==> config.mk <==
export PLATFORM = sky130hd
export DESIGN_NAME = nv_cmd_detect
export DESIGN_NICKNAME = d
export VERILOG_FILES = /design/src/rtl/nv_cmd_pkg.sv /design/src/rtl/nv_sync.sv /design/src/rtl/nv_seq_match.sv /design/src/rtl/nv_cmd_detect.sv
export SDC_FILE = /design/constraint.sdc
export NUM_CORES = 1
export LEC_CHECK = 0
export ABC_AREA = 1
export BUFFER_PORTS_ARGS = -buffer_cell sky130_fd_sc_hd__buf_2
export CAP_MARGIN = 20
export CORE_MARGIN = 2
export CORE_UTILIZATION = 55
export CTS_CLUSTER_SIZE = 14
export DETAILED_ROUTE_END_ITERATION = 7
export PLACE_DENSITY_LB_ADDON = 0.2
export SLEW_MARGIN = 0
export SYNTH_ARGS = -nofsm -noshare
export SYNTH_HDL_FRONTEND = slang
export SYNTH_SLANG_ARGS = --single-unit
==> constraint.sdc <==
create_clock -name clk -period 4.6 [get_ports clk]
set_input_delay 0.46 -clock clk [delete_from_list [all_inputs] [get_ports clk]]
set_output_delay 0.46 -clock clk [all_outputs]
set_load 0.005 [all_outputs]
==> src/rtl/nv_cmd_pkg.sv <==
package nv_cmd_pkg;
  localparam int ADDR_W  = 13;
  localparam int SEQ_LEN = 6;
  localparam int STEP_W  = $clog2(SEQ_LEN);

  localparam logic [ADDR_W-1:0] TAIL_STORE  = 13'h0F0F;
  localparam logic [ADDR_W-1:0] TAIL_RECALL = 13'h0F0E;
  localparam logic [ADDR_W-1:0] OPEN_ADDR   = 13'h0000;

  // Address expected at a leading step (0..SEQ_LEN-2)
  function automatic logic [ADDR_W-1:0] lead_addr(input logic [STEP_W-1:0] idx);
    case (idx)
      3'd0:    lead_addr = OPEN_ADDR;
      3'd1:    lead_addr = 13'h1555;
      3'd2:    lead_addr = 13'h0AAA;
      3'd3:    lead_addr = 13'h1FFF;
      default: lead_addr = 13'h10F0;
    endcase
  endfunction

  function automatic logic is_cmd_tail(input logic [ADDR_W-1:0] a);
    is_cmd_tail = (a == TAIL_STORE) || (a == TAIL_RECALL);
  endfunction

  // Step reached after a mismatch: the opening address counts as step one
  function automatic logic [STEP_W-1:0] restart_step(input logic [ADDR_W-1:0] a);
    restart_step = (a == OPEN_ADDR) ? STEP_W'(1) : '0;
  endfunction
endpackage

==> src/rtl/nv_sync.sv <==
module nv_sync #(
  parameter int STAGES = 2,
  parameter int WIDTH  = 2,
  parameter logic [WIDTH-1:0] RST_VAL = '1
) (
  input  logic             clk,
  input  logic             rst_n,
  input  logic [WIDTH-1:0] d,
  output logic [WIDTH-1:0] q
);
  logic [WIDTH-1:0] chain [STAGES];

  generate
    for (genvar s = 0; s < STAGES; s++) begin : g_stage
      always_ff @(posedge clk or negedge rst_n) begin
        if (!rst_n) chain[s] <= RST_VAL;
        else        chain[s] <= (s == 0) ? d : chain[(s == 0) ? 0 : s-1];
      end
    end
  endgenerate

  assign q = chain[STAGES-1];
endmodule

==> src/rtl/nv_seq_match.sv <==
module nv_seq_match
  import nv_cmd_pkg::*;
(
  input  logic              clk,
  input  logic              rst_n,
  input  logic [ADDR_W-1:0] addr,
  input  logic              rd_evt,
  input  logic              wr_evt,
  input  logic              busy,
  output logic [STEP_W-1:0] step,
  output logic              cmd_done,
  output logic              store_req,
  output logic              recall_req
);
  localparam logic [STEP_W-1:0] LAST = STEP_W'(SEQ_LEN-1);

  logic              at_last;
  logic              hit_store, hit_recall, hit_lead;
  logic              take;
  logic [STEP_W-1:0] step_nx;

  assign at_last    = (step == LAST);
  assign take       = rd_evt && !busy && !wr_evt;
  assign hit_store  = take && at_last && (addr == TAIL_STORE);
  assign hit_recall = take && at_last && (addr == TAIL_RECALL);
  assign hit_lead   = take && !at_last && (addr == lead_addr(step));
  assign cmd_done   = hit_store || hit_recall;

  always_comb begin
    step_nx = step;
    if (busy || wr_evt)      step_nx = '0;
    else if (cmd_done)       step_nx = '0;
    else if (hit_lead)       step_nx = step + STEP_W'(1);
    else if (take)           step_nx = restart_step(addr);
  end

  always_ff @(posedge clk or negedge rst_n) begin
    if (!rst_n) begin
      step       <= '0;
      store_req  <= 1'b0;
      recall_req <= 1'b0;
    end else begin
      step       <= step_nx;
      store_req  <= hit_store;
      recall_req <= hit_recall;
    end
  end

  AST_STORE_ONE_CLK: assert property (@(posedge clk) disable iff (!rst_n)
    store_req |=> !store_req);
  AST_RECALL_ONE_CLK: assert property (@(posedge clk) disable iff (!rst_n)
    recall_req |=> !recall_req);
  AST_WRITE_CLEARS: assert property (@(posedge clk) disable iff (!rst_n)
    wr_evt |=> (step == '0));
  AST_BUSY_BLOCKS: assert property (@(posedge clk) disable iff (!rst_n)
    busy |=> !(store_req || recall_req));
  AST_REQ_FROM_LAST: assert property (@(posedge clk) disable iff (!rst_n)
    (store_req || recall_req) |-> ($past(step) == LAST));
endmodule

==> src/rtl/nv_cmd_detect.sv <==
module nv_cmd_detect
  import nv_cmd_pkg::*;
#(
  parameter int SYNC_STAGES = 2
) (
  input  logic              clk,
  input  logic              rst_n,
  input  logic [ADDR_W-1:0] addr,
  input  logic              ce_n,
  input  logic              we_n,
  input  logic              oe_n,
  input  logic              busy,
  output logic              store_req,
  output logic              recall_req,
  output logic              dout_en
);
  logic [1:0]        ctl_s;
  logic              ce_s, we_s, ce_q;
  logic              rd_evt, wr_evt;
  logic [STEP_W-1:0] step;
  logic              cmd_done;
  logic              tail_now;
  logic              cmd_hold;

  nv_sync #(.STAGES(SYNC_STAGES), .WIDTH(2), .RST_VAL(2'b11)) u_sync (
    .clk(clk), .rst_n(rst_n), .d({ce_n, we_n}), .q(ctl_s)
  );
  assign ce_s = ctl_s[1];
  assign we_s = ctl_s[0];

  always_ff @(posedge clk or negedge rst_n) begin
    if (!rst_n) ce_q <= 1'b1;
    else        ce_q <= ce_s;
  end

  assign rd_evt = ce_q && !ce_s && we_s;
  assign wr_evt = !ce_s && !we_s;

  nv_seq_match u_match (
    .clk(clk), .rst_n(rst_n), .addr(addr), .rd_evt(rd_evt), .wr_evt(wr_evt),
    .busy(busy), .step(step), .cmd_done(cmd_done),
    .store_req(store_req), .recall_req(recall_req)
  );

  // Completing cycle: outputs float while the tail is on the bus, then hold until ce rises
  always_ff @(posedge clk or negedge rst_n) begin
    if (!rst_n)        cmd_hold <= 1'b0;
    else if (cmd_done) cmd_hold <= 1'b1;
    else if (ce_s)     cmd_hold <= 1'b0;
  end

  assign tail_now = !busy && (step == STEP_W'(SEQ_LEN-1)) && is_cmd_tail(addr);
  assign dout_en  = !ce_n && we_n && !oe_n && !tail_now && !cmd_hold;

  AST_REQ_EXCL: assert property (@(posedge clk) disable iff (!rst_n)
    !(store_req && recall_req));
  AST_FLOAT_AT_REQ: assert property (@(posedge clk) disable iff (!rst_n)
    (store_req || recall_req) |-> !dout_en);
  AST_IDLE_BUS_QUIET: assert property (@(posedge clk) disable iff (!rst_n)
    ce_n |-> !dout_en);
endmodule

## Word level (Yosys, flattened, before mapping)

Index checks and enable logic that the tools add are counted.

- $add $sub $neg: 1
- Equality and inequality tests: 7
- Mux-type cells: 8
- Reduce and logical (&&, ||, !) cells: 32

Operators by type and width:

| operator | number |
|---|---|
| 13-bit one-hot mux with 4 select lines | 1 |
| 13-bit by 12-bit equality test with 1-bit output, second input constant | 2 |
| 1-bit logical AND | 16 |
| 13-bit equality test | 1 |
| 13-bit zero test | 1 |
| 3-bit 2-to-1 mux | 4 |
| 1-bit zero test | 9 |
| 3-bit by 2-bit equality test with 1-bit output, second input constant | 2 |
| 4-bit nonzero test | 1 |
| 3-bit by 1-bit adder with 3-bit output, second input constant | 1 |
| 3-bit by 1-bit equality test with 1-bit output, second input constant | 1 |
| 3-bit equality test, second input constant | 1 |
| 3-bit zero test | 1 |
| 1-bit logical OR | 3 |
| 1-bit 2-to-1 mux | 3 |
| 2-bit nonzero test | 1 |

- Flip-flop bits (word level): 11
- Bits of input ports: 19
- Output and inout port bits: 3
- Logic and storage cells: 55

## Logic depth before layout (Yosys ltp)

Gate-level depths: netlist of run 1.

- Word-level depth: 10
- Gate-level depth with buffers: 13
- Gate-level depth less buffers: 13

## Cells and area by module

Synthesis of run 1 repeated with hierarchy kept, for this count alone.

- Cells, all modules: 124
- Area, all modules: 820.8 um2

By module, submodules not included:

| module | times used | cells an instance | area an instance (um2) | seq. area each (um2) |
|---|---|---|---|---|
| nv_seq_match | 1 | 86 | 529.3 | 125.1 |
| nv_cmd_detect | 1 | 32 | 171.4 | 51.3 |
| nv_sync | 1 | 6 | 120.1 | 105.1 |

## Worst setup path before layout of run 1

Ideal clock, no wire load.

- Path kind: in2out
- Start point: in addr[5]
- End point: out dout_en
- Arrival: 1176 ps
- Data required time: 4140 ps
- Setup slack: 2964 ps
- Stages: 6
- Buffers on the path: 0
- Cell sequence: nor2_1 -> nand3_1 -> nor3_1 -> nand2_1 -> o31ai_1 -> inv_1

- Cells in the longest elaborated chain, start to end: 6
- Elaborated cells on any way between the ends: 7
- Those cells by class: eq/ne (2); reduce/logical (5)

Ends and longest elaborated chain:

| item | line | text |
|---|---|---|
| from (decl) | nv_cmd_detect.sv:8 | `input logic [ADDR_W-1:0] addr,` |
| 13-bit by 12-bit equality test with 1-bit output | nv_cmd_pkg.sv:22 | `is_cmd_tail = (a == TAIL_STORE) \|\| (a == TAIL_RECALL);` |
| 1-bit logical OR (*) | nv_cmd_pkg.sv:22 |  |
| 1-bit logical AND (*) | nv_cmd_detect.sv:52 | `assign tail_now = !busy && (step == STEP_W'(SEQ_LEN-1)) && is_cmd_tail(addr);` |
| 1-bit zero test (*) | nv_cmd_detect.sv:53 | `assign dout_en = !ce_n && we_n && !oe_n && !tail_now && !cmd_hold;` |
| 1-bit logical AND (*) (2 in series) | nv_cmd_detect.sv:53 |  |
| to (decl) | nv_cmd_detect.sv:15 | `output logic dout_en` |

Mark *: on every way between the ends. The rest lies on a longest branch, timed or not.

## Worst setup path in the final report of run 1

- Start point: reg u_match.step[1]
- End point: out dout_en

- Cells in the longest elaborated chain, start to end: 6

Ends and longest elaborated chain:

| item | line | text |
|---|---|---|
| from (decl) | nv_seq_match.sv:10 | `output logic [STEP_W-1:0] step,` |
| from (signal assigned) | nv_seq_match.sv:43 | `step <= step_nx;` |
| 3-bit equality test | nv_cmd_detect.sv:52 |  |
| 1-bit logical AND (2 in series) | nv_cmd_detect.sv:52 |  |
| 1-bit zero test | nv_cmd_detect.sv:53 |  |
| 1-bit logical AND (2 in series) | nv_cmd_detect.sv:53 |  |

No other way between the ends.

==> results.ini, run 1 <==
[floorplanning]
die_w_um = 44.0
core-area_um2 = 1510
ios = 22
start_util = 0.583
dieArea_um2 = 1930
rows = 14
dieHeight_um = 44.0

[grt]
grt_pass1_wl_um = 3080
grt_util_all_layers = 0.215
antenna_found_initial = 0
first_global_vias = 801
grt_max_degree = 12
overflow = 0

[setup_path]
critical_path.startpoint = u_match.step[1]
cp_max_fo = 5
r2r-start = u_match.step[1]
critPathLaunchType = register
critPathCaptureType = output port
critical_path.slowest_cell = dfrtp_1
cpPeakStageDelay_ns = 0.43
worstPathRequired_ns = 4.14
cp_cell_sequence = inv_2 -> ha_1 -> nand2_1 -> o31ai_1 -> inv_1 -> buf_2
criticalPathCategory = reg2out
arrival_ns = 1.56

[final_layout]
ff_latch_area_um2 = 282
post-route-util = 0.684
insertedDiodeCount = 0
fin_nets = 178
layout_common_cells = 31 x nand2_1, 24 x inv_1, 21 x buf_2, 17 x nor2_1
area_delta_synth_final_pct = 17.2
fill_cells = 150
final_cells = 170
drive_gt1_frac = 0.312
final_area_um2 = 1030
layout_commonest_cell = nand2_1
multiInputGateArea_um2 = 494

[timing]
max_slew_margin = 0.830
post-route-worst-setup-slack_ns = 2.58
worstMarginPinSlew_ns = 0.253
hold_viol = 0
fin_crit_sh = 0.439
slew_violations = 0
fin_crit_ns = 2.02
setup_viol = 0
worst_clock_skew_ns = 0.00626
fmax_ghz = 0.495
finalSetupTns_ns = 0
rsz0062_at_grt = no

[synthesis]
ys_types = 23
synth_area_um2 = 878
ys_ff_latch = 11
synth_nets = 152
syn_inst = 129
yosys_warnings = 0
avgSynthCellArea_um2 = 6.81
ys_seq_area_frac = 0.321

[place]
pre_cts_ws_ns = 2.61
dp_hpwl_um = 1560
io_buffers = 21
placed_area_um2 = 1000
gp_congestion = 0.838
dp.cells = 166

[clock_network]
root_buffer = clkbuf_4
cts-resized-gates = 0
cts_buffers = 3
holdBufCountCts = 0
path_clk_slew_ns = 0.06
cts_tree = done
post_cts_buffers = 0
h-tree-depth = 1
cts_buffer_depth = 2
numClockSinks = 11
clk_latency_ns = 0.26

[detailed_routing]
via_per_inst = 5.09
drtPass1Iterations = 4
detail_route.wl_per_cell_um = 10.5
wl_um = 1780
drt-initial-drc-count = 7
vias = 865
route.antenna.remaining_nets = 0
drcViolationCount = 0

[power]
seqPwrFrac = 0.519
swShare = 0.253
switchingPower_uw = 50.0
comb_power_share = 0.168
vdd_drop_max_uv = 247
p_int_uw = 147
power.density_nw_per_um2 = 191
p_clk_frac = 0.313
power.static_leakage_nw = 0.584

[run_status]
run_status = complete, no violations

[run]
cap_violations = 0

[worst_hold_path]
hold_path.class = in2async

## per-layer routing
metal	track usage	wire, um	up-vias
met1	0.255	796	397
met4	0.0848	14	0
li1	-	-	453
met5	0	0	-
met2	0.359	875	13
met3	0.0667	91	2
## worst paths after layout
kind	end	slack (ns)	cells past startpoint
max reg2reg	u_match.step[1]	2.86	11
min reg2reg	u_sync.q[0]	0.36	0
min	u_match.store_req	0.04	1
max in group asynchronous	u_sync.q[1]	4.30	1
min in group clk	u_sync.chain[2]	0.30	1
max	dout_en	2.58	6
## critical path: cells and delay by family (launching register included)
family | cells | cell delay [ns]
buffers and inverters | 3 | 0.27
AO/OA/AOI/OAI | 1 | 0.24
adder cells (fa/ha/maj) | 1 | 0.23
flip-flops | 1 | 0.43
AND/OR/NAND/NOR | 1 | 0.12
## logic make-up (layout without fill, tap and decap cells)
logic type | count (synthesis) | after routing | share of synthesized area
DFF | 11 | 11 | 0.321
AOI/OAI and AO/OA | 8 | 8 | 0.0598
buffers and inverters | 27 | 52 | 0.117
adders and majority gates | 4 | 4 | 0.0570
and+or+nand+nor | 79 | 79 | 0.446
## final cells by class
type                       count  area share
multi-input combinational     91       0.480
sequential                    11       0.273
timing repair buffer          21       0.102
inverter                      27      0.0996
clock buffer                   4      0.0255
tap                           16      0.0194
## flip-flops by register name (all words and copies together), names as in the netlist
| name | flops |
|---|---|
| u_sync.chain | 2 |
| u_sync.q | 2 |
| cmd_hold | 1 |
| ce_q | 1 |
| u_match.step | 3 |
| u_match.recall_req | 1 |
| u_match.store_req | 1 |
## per-stage QoR
stage	hold WS (ns)	total power, mW
global route	0.0530	0.210
detailed placement	0.331	0.137
floorplan	0.164	0.121
finish	0.0445	0.197
CTS	0.0465	0.200
global placement	0.327	0.135
## synthesized netlist by cell type
cell	n	area (um^2)
nand3_2	4	40.0
dfstp_2	5	131
a21oi_1	1	5.00
nor2_1	17	63.8
o21ai_2	2	17.5
dfrtp_1	6	150
nor3_2	1	10.0
nand2_1	31	116
nand4_1	3	18.8
nand3_1	7	35.0
inv_1	24	90.1
nor3_1	7	35.0
nor2_2	2	12.5
o21ai_0	1	5.00
nand4_2	1	12.5
nand2_2	4	25.0
o21ai_1	2	10.0
clkinv_2	1	5.00
nand2_4	2	22.5
inv_2	2	7.51
o31ai_1	1	7.51
o211ai_1	1	7.51
ha_1	4	50.1
## power groups by stage
stage / clock network, mW / logic, mW / registers [mW]
final: 0.0618 / 0.0331 / 0.102
after CTS: 0.0644 / 0.0332 / 0.102
after floorplan: 0 / 0.0176 / 0.104
after global placement: 0 / 0.0316 / 0.104
after detailed placement: 0 / 0.0330 / 0.104
after global routing: 0.0699 / 0.0376 / 0.103
(Power assumes the default switching activity.)
==> run 2: changes to the inputs <==
--- a/config.mk
+++ b/config.mk
@@ -9,7 +9,7 @@
 export BUFFER_PORTS_ARGS = -buffer_cell sky130_fd_sc_hd__buf_2
 export CAP_MARGIN = 20
 export CORE_MARGIN = 2
-export CORE_UTILIZATION = 55
+export CORE_UTILIZATION = 51
 export CTS_CLUSTER_SIZE = 14
 export DETAILED_ROUTE_END_ITERATION = 7
 export PLACE_DENSITY_LB_ADDON = 0.2
==> constraint.sdc (replaced) <==
create_clock -name clk -period 1.9 [get_ports clk]
set_input_delay 0.19 -clock clk [delete_from_list [all_inputs] [get_ports clk]]
set_output_delay 0.19 -clock clk [all_outputs]
set_load 0.005 [all_outputs]
==> results.ini, run 2 (synthesis gave the netlist of run 1 again) <==
[run_status]
run_status = complete, no violations  ; unchanged

[floorplanning]
core-area_um2 = 1560  ; was 1510 um^2
die_w_um = 45.5  ; was 44.0 um
rows = 14  ; unchanged
start_util = 0.563  ; was 0.583
dieHeight_um = 45.5  ; was 44.0 um
dieArea_um2 = 2070  ; was 1930 um^2
ios = 22  ; unchanged

[place]
io_buffers = 21  ; unchanged
gp_congestion = 0.858  ; was 0.838
dp_hpwl_um = 1500  ; was 1560 um
dp.cells = 166  ; unchanged

[worst_hold_path]
holdPathEnd = u_sync.chain[2]
hold_path.class = in2reg  ; was in2async
hold_depth = 1
min-delay-start = we_n

[grt]
antenna_found_initial = 0  ; unchanged
grt_max_degree = 12  ; unchanged
grt_pass1_wl_um = 2970  ; was 3080 um
overflow = 0  ; unchanged
first_global_vias = 777  ; was 801
grt_util_all_layers = 0.197  ; was 0.215

[run]
cap_violations = 0  ; unchanged

[final_layout]
insertedDiodeCount = 0  ; unchanged
layout_commonest_cell = nand2_1  ; unchanged
fill_cells = 149  ; was 150
layout_common_cells = 30 x nand2_1, 23 x inv_1, 21 x buf_2, 17 x nor2_1  ; was 31 x nand2_1, 24 x inv_1, 21 x buf_2, 17 x nor2_1
final_cells = 171  ; was 170
largest_reg_flops = 3  ; unchanged
top_register = u_match.step  ; unchanged
fin_nets = 179  ; was 178
ff_latch_area_um2 = 282  ; unchanged
multiInputGateArea_um2 = 497  ; was 494 um^2
drive_gt1_frac = 0.323  ; was 0.312
area_delta_synth_final_pct = 18.7  ; was 17.2%

[detailed_routing]
via_per_inst = 5.09  ; about the same
wl_um = 1770  ; was 1780 um
route.antenna.remaining_nets = 0  ; unchanged
detail_route.wl_per_cell_um = 10.4  ; was 10.5 um
drt-initial-drc-count = 9  ; was 7
drcViolationCount = 0  ; unchanged
vias = 870  ; was 865
drtPass1Iterations = 4  ; unchanged

[timing]
fmax_ghz = 0.578
worstMarginPinSlew_ns = 0.241  ; was 0.253 ns
fin_crit_ns = 1.73
max_slew_margin = 0.839  ; was 0.830
fin_crit_sh = 0.911
hold_viol = 0  ; unchanged
worst_clock_skew_ns = 0.00988  ; was 0.00626 ns
finalSetupTns_ns = 0  ; unchanged
slew_violations = 0  ; unchanged
setup_viol = 0  ; unchanged
rsz0062_at_grt = no  ; unchanged

[clock_network]
root_buffer = clkbuf_4  ; unchanged
cts_buffer_depth = 2  ; unchanged
cts_tree = done  ; unchanged
path_clk_slew_ns = 0.07  ; was 0.06 ns
cts_buffers = 3  ; unchanged
numClockSinks = 11  ; unchanged
post_cts_buffers = 0  ; unchanged
h-tree-depth = 1  ; unchanged
clk_latency_ns = 0.27  ; was 0.26 ns

[power]
vdd_drop_max_uv = 429  ; was 247 uV
power.static_leakage_nw = 0.590  ; was 0.584 nW
power.density_nw_per_um2 = 467  ; was 191 nW/um^2

[setup_path]
critical_path.startpoint = u_match.step[1]  ; unchanged
cpPeakStageDelay_ns = 0.43  ; about the same
critPathCaptureType = output port  ; unchanged
cp.depth = 6  ; unchanged
cp_cell_sequence = inv_2 -> ha_1 -> nand2_1 -> o31ai_1 -> inv_1 -> buf_2  ; unchanged
r2r-start = u_match.step[1]  ; unchanged
worstPathRequired_ns = 1.71  ; was 4.14 ns
rrSetupSlack_ns = 0.18  ; was 2.86 ns
critical_path.slowest_cell = dfrtp_1  ; unchanged
cp_top_family = flip-flops  ; unchanged
critPathLaunchType = register  ; unchanged
cp_max_fo = 5  ; unchanged
arrival_ns = 1.54  ; was 1.56 ns
worst-path-buf-inv = 3  ; unchanged
criticalPathCategory = reg2out  ; unchanged
r2r_end = u_match.step[0]  ; was u_match.step[1]
reg2reg_depth = 10  ; was 11

[run 2: changes by cell type in the layout (fill, tap and decap cells not counted)]
| cell | previous run | this run |
|---|---|---|
| nand2_2 | 4 | 5 |
| inv_1 | 24 | 23 |
| inv_2 | 2 | 3 |
| dlygate4sd3_1 | 0 | 1 |
| nand2_1 | 31 | 30 |
[run 2: final cells by class]
class | count | share of cell area
Clock buffer | 4 | 0.0252
Inverter | 27 | 0.0984
Sequential cell | 11 | 0.270
Tap cell | 16 | 0.0192
Timing Repair Buffer | 22 | 0.110
Multi-Input combinational cell | 91 | 0.477
[run 2: worst register-to-register path: cells and delay by family (launching register included)]
family	cells	cell delay (ns)
buf+inv	2	0.13
compound gates	1	0.16
fa+ha+maj	2	0.38
simple gates	5	0.51
flops	1	0.43
[run 2: through the flow]
stage	worst slack, ns	utilization	power [mW]	cell area, um^2	hold slack (ns)
2_1_floorplan	0.286	-	0.293	878	-0.106
3_3_place_gp	0.177	0.644	0.328	1000	0.0627
3_5_place_dp	0.130	0.644	0.330	1000	0.0684
4_1_cts	0.119	0.667	0.491	1040	0.0188
5_1_grt	0.0216	0.669	0.511	1040	0.0172
6_report	0.169	0.669	0.487	1040	0.0185
[run 2: worst max path at each step]
stage	endpoint	slack [ns]
floorplan	u_match.step[0]	0.29
global placement	u_match.step[0]	0.18
detailed placement	u_match.step[0]	0.13
CTS	u_match.step[0]	0.12
global route	u_match.step[2]	0.02
finish	dout_en	0.17
[run 2: power by group]
group	switching (mW)	internal, mW
Sequential	0.00290	0.244
Clock	0.0774	0.0813
Combinational	0.0488	0.0324
Total	0.129	0.358
[run 2: repair_timing]
| action | 4_1_cts | 5_1_grt |
|---|---|---|
| gates resized for setup | 0 | 2 |
| endpoints found under the hold margin | 6 | 0 |
| setup endpoints to repair | 0 | 3 |
| hold buffers | 1 | 0 |
[run 2: routing by layer]
layer / vias up / wire length, um / GRT usage
met2: 27 / 836 / 0.349
met4: 0 / 8 / 0.0353
met1: 385 / 813 / 0.241
met5: - / 0 / 0
li1: 456 / - / -
met3: 2 / 114 / 0.0476
